`src/rtl/irq_mod_pkg.sv`:
```
package irq_mod_pkg;
  parameter int THR_W  = 3;
  parameter int TMO_W  = 4;
  parameter int NPATHS = 2;

  localparam int PATH_TX = 0;
  localparam int PATH_RX = 1;

  typedef struct packed {
    logic [THR_W-1:0] thr;
    logic [TMO_W-1:0] tmo;
    logic             long_unit;
  } path_cfg_t;
endpackage

```
`src/rtl/imt_event_count.sv`:
```
module imt_event_count
  import irq_mod_pkg::*;
(
  input  logic             clk,
  input  logic             rst_n,
  input  logic             evt,
  input  logic [THR_W-1:0] thr,
  input  logic             clr,
  output logic             thr_hit,
  output logic             pending
);
  logic [THR_W-1:0] cnt_q, cnt_d;
  logic [THR_W:0]   cnt_inc, thr_eff;
  logic             cnt_en;

  always_comb begin
    thr_eff = (thr == '0) ? (THR_W+1)'(1) : {1'b0, thr};
    cnt_inc = {1'b0, cnt_q} + (THR_W+1)'(1);
    thr_hit = evt && (cnt_inc >= thr_eff);
    cnt_en  = clr || evt;
    cnt_d   = cnt_q;
    if (clr)      cnt_d = '0;
    else if (evt) cnt_d = cnt_inc[THR_W-1:0];
  end

  always_ff @(posedge clk or negedge rst_n) begin
    if (!rst_n)      cnt_q <= '0;
    else if (cnt_en) cnt_q <= cnt_d;
  end

  assign pending = (cnt_q != '0);
endmodule

```
`src/rtl/imt_unit_timer.sv`:
```
module imt_unit_timer
  import irq_mod_pkg::*;
#(
  parameter int NORM_TICKS = 512,
  parameter int LONG_TICKS = 8192
) (
  input  logic             clk,
  input  logic             rst_n,
  input  logic             run,
  input  logic             clr,
  input  logic             bit_tick,
  input  logic             long_unit,
  input  logic [TMO_W-1:0] tmo,
  output logic             expire
);
  localparam int MAX_TICKS = (LONG_TICKS > NORM_TICKS) ? LONG_TICKS : NORM_TICKS;
  localparam int TICK_W    = (MAX_TICKS > 2) ? $clog2(MAX_TICKS) : 1;
  localparam logic [TICK_W-1:0] NORM_LAST = TICK_W'(NORM_TICKS - 1);
  localparam logic [TICK_W-1:0] LONG_LAST = TICK_W'(LONG_TICKS - 1);

  logic [TICK_W-1:0] tick_q, tick_d, unit_last;
  logic [TMO_W-1:0]  unit_q, unit_d;
  logic [TMO_W:0]    unit_inc;
  logic              unit_end, tmr_en;

  always_comb begin
    unit_last = long_unit ? LONG_LAST : NORM_LAST;
    unit_end  = run && bit_tick && (tick_q >= unit_last);
    unit_inc  = {1'b0, unit_q} + (TMO_W+1)'(1);
    expire    = unit_end && (tmo != '0) && (unit_inc >= {1'b0, tmo});
    tmr_en    = !run || clr || bit_tick;
    tick_d    = tick_q;
    unit_d    = unit_q;
    if (!run || clr) begin
      tick_d = '0;
      unit_d = '0;
    end else if (bit_tick) begin
      if (unit_end) begin
        tick_d = '0;
        unit_d = unit_inc[TMO_W-1:0];
      end else begin
        tick_d = tick_q + TICK_W'(1);
      end
    end
  end

  always_ff @(posedge clk or negedge rst_n) begin
    if (!rst_n) begin
      tick_q <= '0;
      unit_q <= '0;
    end else if (tmr_en) begin
      tick_q <= tick_d;
      unit_q <= unit_d;
    end
  end
endmodule

```
`src/rtl/imt_path.sv`:
```
module imt_path
  import irq_mod_pkg::*;
#(
  parameter int NORM_TICKS = 512,
  parameter int LONG_TICKS = 8192
) (
  input  logic      clk,
  input  logic      rst_n,
  input  logic      bit_tick,
  input  logic      evt,
  input  path_cfg_t cfg,
  output logic      irq
);
  logic thr_hit, pending, expire, fire, irq_q;

  imt_event_count u_cnt (
    .clk     (clk),
    .rst_n   (rst_n),
    .evt     (evt),
    .thr     (cfg.thr),
    .clr     (fire),
    .thr_hit (thr_hit),
    .pending (pending)
  );

  imt_unit_timer #(
    .NORM_TICKS (NORM_TICKS),
    .LONG_TICKS (LONG_TICKS)
  ) u_tmr (
    .clk       (clk),
    .rst_n     (rst_n),
    .run       (pending),
    .clr       (fire),
    .bit_tick  (bit_tick),
    .long_unit (cfg.long_unit),
    .tmo       (cfg.tmo),
    .expire    (expire)
  );

  assign fire = thr_hit || expire;

  always_ff @(posedge clk or negedge rst_n) begin
    if (!rst_n) irq_q <= 1'b0;
    else        irq_q <= fire;
  end

  assign irq = irq_q;
endmodule

```
`src/rtl/irq_moderator.sv`:
```
module irq_moderator
  import irq_mod_pkg::*;
#(
  parameter int NORM_TICKS = 512,
  parameter int LONG_TICKS = 8192
) (
  input  logic             clk,
  input  logic             rst_n,
  input  logic             bit_tick,
  input  logic             tx_event,
  input  logic [THR_W-1:0] tx_thr,
  input  logic [TMO_W-1:0] tx_tmo,
  input  logic             tx_long,
  input  logic             rx_event,
  input  logic [THR_W-1:0] rx_thr,
  input  logic [TMO_W-1:0] rx_tmo,
  input  logic             rx_long,
  output logic             tx_irq,
  output logic             rx_irq
);
  logic [1:0]       rst_sync_q;
  logic             rst_ok;
  path_cfg_t        cfg [NPATHS];
  logic [NPATHS-1:0] evt, irq;

  always_ff @(posedge clk or negedge rst_n) begin
    if (!rst_n) rst_sync_q <= '0;
    else        rst_sync_q <= {rst_sync_q[0], 1'b1};
  end
  assign rst_ok = rst_sync_q[1];

  assign cfg[PATH_TX] = '{thr: tx_thr, tmo: tx_tmo, long_unit: tx_long};
  assign cfg[PATH_RX] = '{thr: rx_thr, tmo: rx_tmo, long_unit: rx_long};
  assign evt[PATH_TX] = tx_event;
  assign evt[PATH_RX] = rx_event;

  for (genvar g = 0; g < NPATHS; g++) begin : g_path
    imt_path #(
      .NORM_TICKS (NORM_TICKS),
      .LONG_TICKS (LONG_TICKS)
    ) u_path (
      .clk      (clk),
      .rst_n    (rst_ok),
      .bit_tick (bit_tick),
      .evt      (evt[g]),
      .cfg      (cfg[g]),
      .irq      (irq[g])
    );
  end

  assign tx_irq = irq[PATH_TX];
  assign rx_irq = irq[PATH_RX];
endmodule

```
`config.mk`:
```
export PLATFORM = sky130hd
export DESIGN_NAME = irq_moderator
export DESIGN_NICKNAME = d
export VERILOG_FILES = /design/src/rtl/irq_mod_pkg.sv /design/src/rtl/imt_event_count.sv /design/src/rtl/imt_unit_timer.sv /design/src/rtl/imt_path.sv /design/src/rtl/irq_moderator.sv
export SDC_FILE = /design/constraint.sdc
export NUM_CORES = 1
export LEC_CHECK = 0
export BUFFER_PORTS_ARGS = -buffer_cell sky130_fd_sc_hd__buf_4
export CAP_MARGIN = 20
export CORE_UTILIZATION = 31
export CTS_BUF_LIST = sky130_fd_sc_hd__clkbuf_2
export DETAILED_ROUTE_END_ITERATION = 8
export PLACE_DENSITY_LB_ADDON = 0.25
export REMOVE_ABC_BUFFERS = 1
export SYNTH_ARGS = -nofsm -noshare
export SYNTH_HDL_FRONTEND = slang
export SYNTH_SLANG_ARGS = --single-unit
```
`constraint.sdc`:
```
create_clock -name clk -period 2 [get_ports clk]
set_input_delay 0.3 -clock clk [delete_from_list [all_inputs] [get_ports clk]]
set_output_delay 0.3 -clock clk [all_outputs]
set_load 0.1 [all_outputs]
```
Word level (Yosys, flattened, before mapping). Cells that the tools add are included.

Output and inout bits: 2. Bits in registers: 44.

Magnitude comparators: 6. Reductions and logical operators: 38. Add/sub/neg operators: 6. Multiplexer cells: 20.

Operators with widths (number): 2-to-1 mux 13 bit (8); adder 13 x 1 -> 13 bit (second input constant) (2); >= comparator 13 bit (2); 2-to-1 mux 4 bit (6); 2-to-1 mux 3 bit (6); nonzero test 2 bit (6); adder 4 x 1 -> 5 bit (second input constant) (2); >= comparator 5 x 4 -> 1 bit (2); logical AND 1 bit (10); adder 3 x 1 -> 4 bit (second input constant) (2); >= comparator 4 x 3 -> 1 bit (2); logical OR 1 bit (8); AND reduction 2 bit (4); nonzero test 4 bit (2); logical NOT 3 bit (2); AND reduction 3 bit (2); nonzero test 3 bit (2); logical NOT 1 bit (2).

Longest topological paths before layout. Gate-level depths: netlist of run 1.

Depth in word-level cells: 9. Mapped depth: 9.

Modules after synthesis. A second synthesis of run 1 with hierarchy kept.

Cells, all modules: 318. Area, all modules: 3011.6 µm².

By module, submodules not included: imt_unit_timer at g_path[0].u_path.u_tmr (cells each 129, seq. area each 425.4 µm², area an instance 1208.7 µm², instances 1); imt_unit_timer at g_path[1].u_path.u_tmr (cells each 128, seq. area each 425.4 µm², area an instance 1193.6 µm², instances 1); imt_event_count (cells each 27, seq. area each 75.1 µm², area an instance 246.5 µm², instances 2); imt_path (cells each 2, seq. area each 25.0 µm², area an instance 31.3 µm², instances 2); irq_moderator (cells each 3, seq. area each 50.0 µm², area an instance 53.8 µm², instances 1).

Worst setup path before layout of run 1. No wires, ideal clock.

Kind: register to register. Start: register g_path[0].u_path.u_cnt.cnt_q[0]. End: register g_path[0].u_path.u_tmr.tick_q[9]. Setup time: 0.130 ns. Path buffers: 1. Setup slack: -0.239 ns. Cell stages (with the launch flop): 10. Required time: 1.870 ns. Arrival: 2.109 ns. Clock period less this slack: 2.239 ns. Cells stage by stage: dfrtp_1 > ha_1 > xor2_1 > ha_1 > o21ai_0 > o21ai_0 > a21oi_1 > buf_2 > a32oi_1 > o41ai_1.

Longest elaborated chain between the ends: 9. Elaborated cells between the ends (all ways): 17. Those cells by class: add/sub: 1; order compare: 1; mux: 3; reduce/logical: 12.

RTL lines: start: declaration (RTL line imt_event_count.sv:12) `logic [THR_W-1:0] cnt_q, cnt_d;`; start signal: assignment (RTL line imt_event_count.sv:28) `else if (cnt_en) cnt_q <= cnt_d;`; parallel branches: the longest is 9 deep, another holds adder 3 x 1 -> 4 bit; end signal: assignment (RTL line imt_unit_timer.sv:52) `tick_q <= tick_d;`; end: declaration (RTL line imt_unit_timer.sv:21) `logic [TICK_W-1:0] tick_q, tick_d, unit_last;`.

Several ways; the timed one is not identified. The select of a mux whose other input is x is not followed. A chain may end at the register's enable or synchronous reset.

Worst setup path in the final report of run 1. Same ends and word-level chain as after synthesis.

==> results of run 1 <==
-- metal layers --
metal | routed length, µm | vias up | global-route usage (%)
met5 | 0 | - | 0
met4 | 70 | 0 | 4.01
met3 | 156 | 6 | 2.42
met2 | 3940 | 39 | 27.0
met1 | 3370 | 1439 | 18.4
li1 | - | 1447 | -
-- logic make-up (layout without fill, tap and decap cells) --
| family | count (synthesis) | after routing | share of synthesized area, % |
|---|---|---|---|
| buf+inv | 30 | 116 | 3.71 |
| compound gates | 80 | 80 | 17.1 |
| fa+ha+maj | 30 | 30 | 12.2 |
| xor+xnor | 14 | 14 | 3.99 |
| mux | 4 | 4 | 1.30 |
| other cells | 1 | 1 | 0.122 |
| simple gates | 141 | 141 | 25.7 |
| flops | 44 | 44 | 35.9 |
-- registers in the layout (all words and copies together) (netlist names) --
register                    cells
rst_sync_q                      2
g_path.u_path.u_tmr.tick_q     26
g_path.u_path.u_tmr.unit_q      8
g_path.u_path.u_cnt.cnt_q       6
g_path.u_path.irq               2
-- metrics by stage --
stage,setup WS [ps],cell area (µm²),instances
4_1_cts,-93.4,3950,552
2_1_floorplan,-615,3040,335
5_1_grt,-235,4270,559
6_report,-128,4270,559
3_5_place_dp,-271,3750,538
3_3_place_gp,-181,3750,538
-- how the worst max path moves through the flow --
stage,slack (ps),cells past startpoint,to,start
6_report,-130,10,g_path[0].u_path.u_tmr.tick_q[9],g_path[0].u_path.u_cnt.cnt_q[0]
5_1_grt,-240,9,g_path[0].u_path.u_tmr.tick_q[8],g_path[0].u_path.u_cnt.cnt_q[0]
4_1_cts,-90,10,g_path[0].u_path.u_tmr.tick_q[9],g_path[0].u_path.u_cnt.cnt_q[0]
3_5_place_dp,-270,8,g_path[0].u_path.u_tmr.tick_q[11],g_path[0].u_path.u_cnt.cnt_q[0]
3_3_place_gp,-180,8,g_path[0].u_path.u_tmr.tick_q[11],g_path[0].u_path.u_cnt.cnt_q[0]
2_1_floorplan,-610,8,g_path[0].u_path.u_tmr.tick_q[11],g_path[0].u_path.u_cnt.cnt_q[0]
-- cell type report --
| cell class | count | area [µm²] |
|---|---|---|
| fill | 901 | 5150 |
| multi-input combinational | 270 | 2180 |
| sequential | 44 | 1110 |
| timing repair buffer | 87 | 701 |
| tap | 129 | 161 |
| inverter | 21 | 78.8 |
| clock buffer | 5 | 25.0 |
| clock inverter | 3 | 18.8 |
-- what timing repair did --
item / in CTS / in global routing
hold buffers: 1 / 0
hold endpoints to repair: 2 / 0
pin swaps: 10 / 30
resized for setup: 27 / 52
buffers inserted: 4 / 7
setup endpoints to repair: 33 / 42
cloned: 1 / 1
-- cells in the mapped netlist, drive strengths merged, types with 4 or more instances --
cell type  instances  share of area, %
dfrtp             44                36
ha                30                12
nand2             27               3.3
inv               21               2.6
nand3             21               3.4
a21oi             20               3.3
nor2              18               2.2
o21ai             16               2.9
nand2b            13               2.6
a31oi             11               2.2
nand4             11               2.2
xor2              10               2.9
nor3               9               1.5
nor4               9               2.5
nor2b              8               1.6
clkbuf             7              0.86
and3               6               1.2
o211ai             5               1.2
o31ai              5               1.4
a211oi             4               1.1
mux2i              4               1.3
nand3b             4              0.98
xnor2              4               1.1
-- power breakdown --
part           leakage (µW)  switching [µW]  total, µW  internal [µW]
sequential         0.000594            98.6       1090            992
clock             0.0000327             311        396           85.1
combinational       0.00131             985       1830            843
total               0.00194            1390       3310           1920
-- critical path, stage by stage (launching register included) --
cell	delay (ps)
dfrtp_1	470
inv_1	120
ha_4	210
ha_2	310
o21ai_2	50
o21ai_2	220
buf_6	150
a211oi_2	60
buf_4	180
a32oi_2	160
o41ai_2	90
==> impl_results.md, run 1 <==
- Status: finished, violations left
- Failing checks: setup timing
- Clk Latency, worst-skew pair: 410 ps
- Tcrit/Tclk final: 106%
- Synth Cell Area: 3070 µm²
- 1st-iter DRT viols: 73
- Drt total wl: 7540 µm
- Synth async-reset ratio: 100%
- Seq/Total Area, Yosys: 35.9%
- Clk slew on worst S/H paths: 250 ps
- Placed wire-length estimate: 5240 µm
- Drt pass-1 iters: 4
- Reg2Reg Depth: 10
- Max Clk Rate: 470 MHz
- R2R setup slack: -130 ps
- Number of buffers added on ports: 22
- Vias in the first global route: 2775
- Placement row count: 35
- LEAKAGE: 0.00194 µW
- Synthesis-to-finish area growth: 39.0%
- Commonest non-fill, non-tap cells in the layout: buf_4, dfrtp_1, nand2_1, inv_1, ha_1
- Syn. warnings: 0
- Final min period: 2130 ps
- Initial antenna violation count: 0
- CP required: 2310 ps
- Mapped Cells: 344
- Hold WS: 133 ps
- Pwr dens: 777 nW/µm²
- Fin worst setup slack: -128 ps
- Critical Path AT: 2430 ps
- Unrepaired setup endpoints after global routing: true
- Global placer's final weighted congestion: 0.786
- CP Capture Type: register
- Core ar.: 9420 µm²
- Hold crit path type: input port to register
- Number of synthesized flops with an enable pin: 0
- Main synth FF type: dfrtp_1
- Vias: 2931
- Max cap viols: 0
- Share of layout cells above drive strength 1: 36.3%
- CTS sink cnt: 44
- Reg-to-Reg Start: g_path[0].u_path.u_cnt.cnt_q[0]
- Routed Antenna Nets: 0
- Synthesized area per cell: 8.93 µm²
- Crit path kind: register to register
- Max clock buf depth: 2
- Die area: 10300 µm²
- Layout Nets: 480
- CTS tree: done
- HP Start: rx_event
- Die extent in x: 102 µm
- Worst slew margin: 65.7%
- Post-route DRC: 0
- Hold path cells: 2
- Pwr Total: 3310 µW
- First-pass GRT wire length: 12300 µm
- CP Max Fanout: 7
- Yosys cell types: 54
- CTS buffer count: 5
- Worst VDD drop: 340 µV
- I/O pin count: 23
- Remaining Overflow, GRT: 0
- WHS Endpoint: g_path[1].u_path.irq
- Final hold viol count: 0
- CTS HTree Levels: 2
- Largest net degree at the start of global routing: 19
- Routed len/inst: 13.5 µm
- Setup TNS: -910 ps
- Clock Skew: 24.7 ps
- Initial core utilization: 32.6%
- Critical Path Start Type: register
- Post-synthesis register bit count: 44
- Max-slew violation count: 0
- Number of diodes: 0
- Final core occ: 45.3%
- Final setup violation count: 19
- RR Endpoint: g_path[0].u_path.u_tmr.tick_q[9]
- Chip height: 102 µm
- Worst-margin pin slew: 510 ps
- Root Driver: clkbuf_2
- Routed vias/inst: 5.24
- Total Routing Usage GR: 15.0%
- Commonest non-fill, non-tap cell in the layout: buf_4
Note: power is estimated with default switching activity, not from simulation.
==> run 2: changes to the inputs <==
==> constraint.sdc (replaced) <==
create_clock -name clk -period 2.35 [get_ports clk]
set_input_delay 0.3525 -clock clk [delete_from_list [all_inputs] [get_ports clk]]
set_output_delay 0.3525 -clock clk [all_outputs]
set_load 0.1 [all_outputs]
==> run 2 against run 1 <==
The flow now finishes without violations. Critical path type unchanged. Flip-flop and latch count is the same. Wire length down 11%. Maximum frequency shrank 2.7%. Combinational power decreased by 38%. First-iteration DRC count did not move. Hold slack improved by 48 ps. Largest cell class unchanged. Highest routed layer unchanged.
==> impl_results.md, run 2 (synthesis results as in run 1) <==
- HP Start: tx_event
- Final min period: 2190 ps
- Final core occ: 38.6%
- Remaining Overflow, GRT: 0
- Synthesis-to-finish area growth: 18.5%
- Initial antenna violation count: 0
- Placement row count: 35
- CTS tree: done
- Hold crit path type: input port to register
- Global placer's final weighted congestion: 0.836
- CP required: 2660 ps
- Reg-to-Reg Start: g_path[0].u_path.u_cnt.cnt_q[0]
- LEAKAGE: 0.00169 µW
- Most flops, register: g_path.u_path.u_tmr.tick_q
- Pwr dens: 691 nW/µm²
- Hold WS: 181 ps
- Crit path kind: register to register
- Pwr Total: 2510 µW
- Commonest non-fill, non-tap cell in the layout: buf_4
- CTS HTree Levels: 2
- Routed Antenna Nets: 0
- Die extent in x: 102 µm
- Final hold viol count: 0
- 1st-iter DRT viols: 73
- Share of layout cells above drive strength 1: 16.9%
- Die area: 10300 µm²
- I/O pin count: 23
- Worst VDD drop: 209 µV
- Critical Path AT: 2500 ps
- Clk slew on worst S/H paths: 240 ps
- Reg2Reg Depth: 10
- Clock Skew: 36.7 ps
- Critical Path Start Type: register
- Number of buffers added on ports: 22
- First-pass GRT wire length: 11900 µm
- Top flop regs: g_path.u_path.u_tmr.tick_q: 26 flops, g_path.u_path.u_tmr.unit_q: 8 flops, g_path.u_path.u_cnt.cnt_q: 6 flops
- Largest net degree at the start of global routing: 26
- Chip height: 102 µm
- Total Routing Usage GR: 14.5%
- CP Capture Type: register
- CTS sink cnt: 44
- Commonest non-fill, non-tap cells in the layout: buf_4, dfrtp_1, ha_1, nand2_1, inv_1
- Number of diodes: 0
- Vias in the first global route: 2625
- Vias: 2717
- Drt total wl: 6720 µm
- Tcrit/Tclk final: 93.1%
- Pre-CTS WS: 9.44 ps
- CP startpoint: g_path[0].u_path.u_cnt.cnt_q[0]
- Max clock buf depth: 2
- CTS buffer count: 5
- Setup TNS: 0 ps
- CP Max Fanout: 7
- Root Driver: clkbuf_2
- Max-slew violation count: 0
- Core ar.: 9420 µm²
- Hold path cells: 3
- Status: complete, no violations
- Drt pass-1 iters: 4
- Worst slew margin: 63.2%
- Max Clk Rate: 457 MHz
- Max reg flops: 26
- Unrepaired setup endpoints after global routing: false
- Layout Nets: 440
- Post-route DRC: 0
- Final setup violation count: 0
- Routed len/inst: 13.0 µm
- Max cap viols: 0
- Initial core utilization: 32.6%
- Routed vias/inst: 5.24
- Fin worst setup slack: 162 ps
- Placed wire-length estimate: 5110 µm
- Worst-margin pin slew: 551 ps
- Clk Latency, worst-skew pair: 420 ps
[run 2: cell count changes in the layout (fill, tap and decap cells not counted), sizes merged]
cell	delta
bufinv	+1
buf	-39
clkinv	-2
[run 2: critical path, stage by stage (launching register included)]
cell and delay [ps]:
dfrtp_1 450, inv_1 70, ha_1 310, ha_1 220
nor3b_1 210, o21ai_1 130, buf_4 170, a211oi_1 220
buf_4 190, a32oi_1 70, o41ai_2 60
[run 2: stage by stage]
step	instance area (µm²)	std cells
floorplan	3040	335
global placement	3530	508
finish	3640	519
detailed placement	3530	508
global route	3640	519
CTS	3610	517
[run 2: worst paths after layout]
check	endpoint	slack (ps)
min in group asynchronous	rst_sync_q[1]	190
worst min register to register	g_path[1].u_path.u_tmr.tick_q[0]	270
worst max register to register	g_path[0].u_path.u_tmr.tick_q[9]	160
max in group asynchronous	g_path[0].u_path.u_tmr.tick_q[10]	1490
worst min-delay path	g_path[0].u_path.irq	180
worst max-delay path	g_path[0].u_path.u_tmr.tick_q[9]	160
[run 2: power by group]
group | internal (µW) | total (µW) | switching [µW]
combinational | 478 | 1130 | 650
clock | 183 | 447 | 264
sequential | 843 | 939 | 96.4
total | 1500 | 2510 | 1010
[run 2: cell type report]
cell class,instances,area (µm²)
tap,129,161
multi-input combinational,270,1870
timing repair buffer,47,359
clock inverter,2,35.0
inverter,21,78.8
sequential,44,1100
clock buffer,6,30.0
fill,996,5780
[run 2: per-layer routing]
metal / routed length, µm / global-route usage (%) / vias to the layer above
li1: - / - / 1370
met1: 3270 / 18.4 / 1314
met2: 3250 / 25.5 / 25
met3: 144 / 2.28 / 8
met4: 61 / 3.79 / 0
met5: 0 / 0 / -
[run 2: repair_timing]
action                                  CTS  global route
endpoints found under the hold margin     2             0
buffers inserted                          0             2
endpoints found under the setup margin    2            13
pin swaps                                 0             1
hold buffers                              1             0
gates resized for setup                   1             5
cloned                                    0             0
